--- src/rtl/rpc_pkg.sv ---
// Package: shared constants and helpers for the reset pulse generator.
// Assumes a 32-bit register whose top byte carries the mode keys.
package rpc_pkg;

    localparam int unsigned REG_W = 32;

    localparam logic [7:0] KEY_POL_HIGH = 8'hA5;
    localparam logic [7:0] KEY_POL_LOW  = 8'h5A;
    localparam logic [7:0] KEY_DRV_PP   = 8'hA8;
    localparam logic [7:0] KEY_DRV_OD   = 8'h8A;

    typedef enum logic { POL_LOW = 1'b0, POL_HIGH = 1'b1 } pol_e;
    typedef enum logic { DRV_OD  = 1'b0, DRV_PP   = 1'b1 } drv_e;

    typedef struct packed {
        pol_e pol;
        drv_e drv;
    } mode_t;

    // Returns the mode after a write with the given top byte applied.
    function automatic mode_t apply_key(input mode_t cur, input logic [7:0] key);
        mode_t nxt;
        nxt = cur;
        unique case (key)
            KEY_POL_HIGH: nxt.pol = POL_HIGH;
            KEY_POL_LOW:  nxt.pol = POL_LOW;
            KEY_DRV_PP:   nxt.drv = DRV_PP;
            KEY_DRV_OD:   nxt.drv = DRV_OD;
            default:      nxt = cur;
        endcase
        return nxt;
    endfunction

endpackage

--- src/rtl/rpc_cfg_reg.sv ---
// Module: configuration register with key-guarded mode bits.
// The width field loads on every write. The two mode bits change only on a
// matching key byte. Assumes WIDTH_W <= 30.
module rpc_cfg_reg
    import rpc_pkg::*;
#(
    parameter int unsigned WIDTH_W   = 20,
    parameter logic [WIDTH_W-1:0] WIDTH_RST = WIDTH_W'(8'hFF)
) (
    input  logic               clk,
    input  logic               rst_n,
    input  logic               wr_en,
    input  logic [REG_W-1:0]   wr_data,
    output logic [REG_W-1:0]   rd_data,
    output logic [WIDTH_W-1:0] width_q,
    output mode_t              mode_q
);
    localparam int unsigned GAP_W = REG_W - 2 - WIDTH_W;

    // Register update: width always, mode via key decode.
    always_ff @(posedge clk) begin
        if (!rst_n) begin
            width_q <= WIDTH_RST;
            mode_q  <= '{pol: POL_LOW, drv: DRV_OD};
        end else if (wr_en) begin
            width_q <= wr_data[WIDTH_W-1:0];
            mode_q  <= apply_key(mode_q, wr_data[REG_W-1 -: 8]);
        end
    end

    // Read view assembly; the gap exists only for narrow width fields.
    generate
        if (GAP_W > 0) begin : g_gap
            assign rd_data = {mode_q.pol, mode_q.drv, {GAP_W{1'b0}}, width_q};
        end else begin : g_nogap
            assign rd_data = {mode_q.pol, mode_q.drv, width_q};
        end
    endgenerate

endmodule

--- src/rtl/rpc_pulse_timer.sv ---
// Module: pulse duration counter on the microsecond tick.
// A trigger loads the width value and raises the pulse the next cycle. Each
// tick decrements the count. The tick that arrives at zero ends the pulse,
// giving N+1 ticks in all. A trigger takes priority over a tick.
module rpc_pulse_timer #(
    parameter int unsigned WIDTH_W = 20
) (
    input  logic               clk,
    input  logic               rst_n,
    input  logic               trigger,
    input  logic               tick,
    input  logic [WIDTH_W-1:0] width,
    output logic               pulse_on
);
    logic [WIDTH_W-1:0] remain_q;

    // Countdown and pulse flag.
    always_ff @(posedge clk) begin
        if (!rst_n) begin
            remain_q <= '0;
            pulse_on <= 1'b0;
        end else if (trigger) begin
            remain_q <= width;
            pulse_on <= 1'b1;
        end else if (pulse_on && tick) begin
            if (remain_q == '0) begin
                pulse_on <= 1'b0;
            end else begin
                remain_q <= remain_q - 1'b1;
            end
        end
    end

endmodule

--- src/rtl/rpc_pad_drive.sv ---
// Module: maps pulse state and mode to the pad data and output-enable.
// Open-drain can only pull low. It enables the driver in whichever phase the
// line must sit low, and holds the data output at 0.
module rpc_pad_drive
    import rpc_pkg::*;
(
    input  logic  pulse_on,
    input  mode_t mode,
    output logic  pad_out,
    output logic  pad_oe
);
    logic level_hi;

    // Decide the wanted line level, then how to produce it.
    always_comb begin
        level_hi = (mode.pol == POL_HIGH) ? pulse_on : !pulse_on;
        if (mode.drv == DRV_PP) begin
            pad_out = level_hi;
            pad_oe  = 1'b1;
        end else begin
            pad_out = 1'b0;
            pad_oe  = !level_hi;
        end
    end

endmodule

--- src/rtl/rpc_top.sv ---
// Module: reset pulse generator top.
// It ties the config register, the tick-based duration timer and the pad
// mapping together. Assumes tick_1us is a one-cycle strobe in the clk domain.
module rpc_top #(
    parameter int unsigned WIDTH_W = 20
) (
    input  logic        clk,
    input  logic        rst_n,
    input  logic        wr_en,
    input  logic [31:0] wr_data,
    output logic [31:0] rd_data,
    input  logic        tick_1us,
    input  logic        trigger,
    output logic        pad_out,
    output logic        pad_oe
);
    import rpc_pkg::*;

    logic [WIDTH_W-1:0] width_q;
    mode_t              mode_q;
    logic               pulse_on;

    rpc_cfg_reg #(.WIDTH_W(WIDTH_W)) u_cfg (
        .clk(clk), .rst_n(rst_n), .wr_en(wr_en), .wr_data(wr_data),
        .rd_data(rd_data), .width_q(width_q), .mode_q(mode_q)
    );

    rpc_pulse_timer #(.WIDTH_W(WIDTH_W)) u_tmr (
        .clk(clk), .rst_n(rst_n), .trigger(trigger), .tick(tick_1us),
        .width(width_q), .pulse_on(pulse_on)
    );

    rpc_pad_drive u_pad (
        .pulse_on(pulse_on), .mode(mode_q), .pad_out(pad_out), .pad_oe(pad_oe)
    );

endmodule

--- config.mk ---
export PLATFORM = sky130hd
export DESIGN_NAME = rpc_top
export DESIGN_NICKNAME = d
export VERILOG_FILES = /design/src/rtl/rpc_pkg.sv /design/src/rtl/rpc_cfg_reg.sv /design/src/rtl/rpc_pulse_timer.sv /design/src/rtl/rpc_pad_drive.sv /design/src/rtl/rpc_top.sv
export SDC_FILE = /design/constraint.sdc
export NUM_CORES = 1
export LEC_CHECK = 0
export ABC_CLOCK_PERIOD_IN_PS = 1900
export CORE_MARGIN = 4
export CORE_UTILIZATION = 35
export CTS_CLUSTER_SIZE = 20
export DETAILED_ROUTE_END_ITERATION = 8
export PLACE_DENSITY_LB_ADDON = 0.12
export SKIP_LAST_GASP = 1
export SYNTH_ARGS = -nofsm -noshare
export SYNTH_HDL_FRONTEND = slang
export SYNTH_SLANG_ARGS = --single-unit
--- constraint.sdc ---
create_clock -name clk -period 1.9 [get_ports clk]
set_input_delay 0.38 -clock clk [delete_from_list [all_inputs] [get_ports clk]]
set_output_delay 0.38 -clock clk [all_outputs]
set_load 0.005 [all_outputs]
==> metrics.csv <==
metric,value,unit
via count,1935,
fraction of registers with async set/reset,0,
post-CTS setup buffers,0,
Area Overhead vs Synth,38.4,%
H-tree depth,2,
vias in the first global route,1861,
CP max-delay cell,clkdlybuf4s50_1,
Worst setup SP type,flop,
Worst VDD drop,0.000368,V
pwr dens,674,mW/mm2
DR WL met2,2270,um
switching pwr,533,uW
DR iter-0 viols,71,
top-area cell type share of the netlist area,0.389,
Min-Delay Path Class,flop to flop,
largest net degree at the start of global routing,31,
first-pass GRT wire length,8570,um
fin crit period,1820,ps
Sw Share,0.258,
Worst Setup Path Type,flop to primary output,
Post-synth EDFFs,0,
most frequent cells in the layout,"clkdlybuf4s50_1 (56), dfxtp_1 (41), o21ai_0 (20), mux2i_1 (20), buf_4 (20)",
maxcap violations,0,
overall routed net length,5030,um
CTS resizes,1,
Ys Warns,0,
number of clock sinks,43,
Max Clk Rate,549,MHz
number of port buffers,56,
TritonCTS Buffers,5,
Leak,1.17,nW
highest metal used,met4,
Initial Utilization,0.367,
Hold Buf Count CTS,0,
DR pass1 iterations,4,
drt drc,0,
total chip power,2.06,mW
Avg Synthesized Cell Area,9.25,um2
Worst Skew,6.64,ps
Total GRT Usage,0.140,
Netlist Area Pre-Place,0.00221,mm2
placed insts,377,
ant diodes,0,
P_int,1.53,mW
# setup viols final,0,
Critical Path Sink Type,primary output,
"Seq/Total Area, Yosys",0.389,
final hold vios,0,
Clock Power Share,0.299,
number of register bits inferred by synthesis,43,
Root Driver,clkbuf_8,
critical-path cell list,"xnor2_2, and2_1, clkdlybuf4s50_1",
max-slew violations,0,
Synth Instances,239,
remaining antenna violation count,0,
CTS Buffer Depth,2,
Post-Layout Cell Count,385,
Met3 Routed Length,266,um
initial antenna violation count,0,
Worst-Skew Late Latency,290,ps
remaining global-route overflow,0,
GPL Wtd Cong,0.764,
nets,348,
layout cells sized above 1,0.145,
combinational share of power,0.207,
Crit path buffers/inverters,1,
Die Ht,87.5,um
Fill cells,580,
worst path arrival time,1440,ps
Core ar.,0.00603,mm2
CP top delay family,buffers and inverters,
routed length per instance,13.1,um
synth top area cells,"dfxtp_1 (39%), mux2i_1 (9.1%), o21ai_0 (4.5%), nor2b_1 (4.0%), buf_4 (3.7%)",
DRT met1 WL,2440,um
peak per-stage delay on the critical path,490,ps
Die W,87.5,um
dpl hpwl,3950,um
clk slew on worst S/H paths,80,ps
Crit Path Max Fanout,4,
Critical Path RT,1520,ps
status,completed,
num rows,28,
synth unique cells,52,
"commonest non-fill, non-tap cell in the layout",clkdlybuf4s50_1,
Sequential Power Share,0.493,
final worst-path cycle share,0.958,
RSZ-0062 raised after global routing,true,
Yosys top cell by area,dfxtp_1,
via density per instance,5.03,
io pins,71,
main flop type after synthesis,dfxtp_1,
TritonCTS clock tree,yes,
die area,0.00765,mm2
==> state kept, by name (all words and copies together), names as in the netlist <==
signal and cells:
u_tmr.remain_q 20, u_cfg.mode_q 2, u_tmr.pulse_on 1, u_cfg.width_q 20
==> kinds of logic (layout without fill, tap and decap cells) <==
kind of cell    after synthesis  count (layout)  share of synthesized area
mux                          21              21                     0.0956
simple gates                 78              78                      0.225
other cells                   1              10                    0.00170
compound gates               60              60                      0.177
flops                        43              43                      0.389
fa+ha+maj                     2               2                     0.0113
buf+inv                      25              87                     0.0645
xor+xnor                      9               9                     0.0357
==> layout make-up <==
type,count,area (um2),share of cell area
multi-input cells,180,1280,0.419
flip-flops and latches,43,863,0.282
repair buffers,76,711,0.232
clock buffers,8,100,0.0327
well taps,75,93.8,0.0307
inverters,3,11.3,0.00368
==> Yosys cell counts (all sizes together), types with 5 or more instances <==
library cell	n
a21oi	11
a31oi	9
buf	14
clkbuf	8
dfxtp	43
mux2i	20
nand2	13
nand3	7
nor2	9
nor2b	14
o21ai	25
or3	5
xnor2	6
==> routing by layer <==
metal  vias to the layer above  track usage
met4                         0       0.0418
li1                       1003            -
met5                         -            0
met2                        48        0.218
met1                       878        0.191
met3                         6       0.0350
==> worst reg2reg max path: stages (launching register included) <==
cell	delay (ps)
dfxtp_1	380
nor4_4	370
buf_4	180
and4b_1	350
a211oi_1	140
xnor2_1	170
a21oi_1	80
==> power by group through the flow <==
stage | combinational, mW | clock (mW) | sequential [mW]
global route | 0.472 | 0.681 | 1.03
floorplan | 0.232 | 0 | 1.02
CTS | 0.419 | 0.643 | 1.01
global placement | 0.414 | 0 | 1.03
detailed placement | 0.416 | 0 | 1.04
finish | 0.428 | 0.617 | 1.02
==> final timing paths <==
check	startpoint	to	slack (ps)	cells after the start
max	u_tmr.pulse_on$_SDFFE_PN0P_	pad_out	80	3
min	u_cfg.width_q[4]$_SDFFE_PN1P_	u_cfg.width_q[4]$_SDFFE_PN1P_	500	2
max reg2reg	u_tmr.remain_q[11]$_SDFFE_PN0P_	u_tmr.remain_q[15]$_SDFFE_PN0P_	100	6
min reg2reg	u_cfg.width_q[4]$_SDFFE_PN1P_	u_cfg.width_q[4]$_SDFFE_PN1P_	500	2
==> per-stage QoR <==
step	area (um2)	util	TNS, ps	setup WS [ps]	hold slack [ps]
2_1_floorplan	2240	-	0	205	471
3_3_place_gp	2920	0.484	-1170	-178	490
3_5_place_dp	2920	0.484	-1530	-256	487
4_1_cts	3020	0.501	0	40.6	512
5_1_grt	3060	0.508	-14.0	-14.0	526
6_report	3060	0.508	0	80.0	503
(Power assumes the default switching activity.)
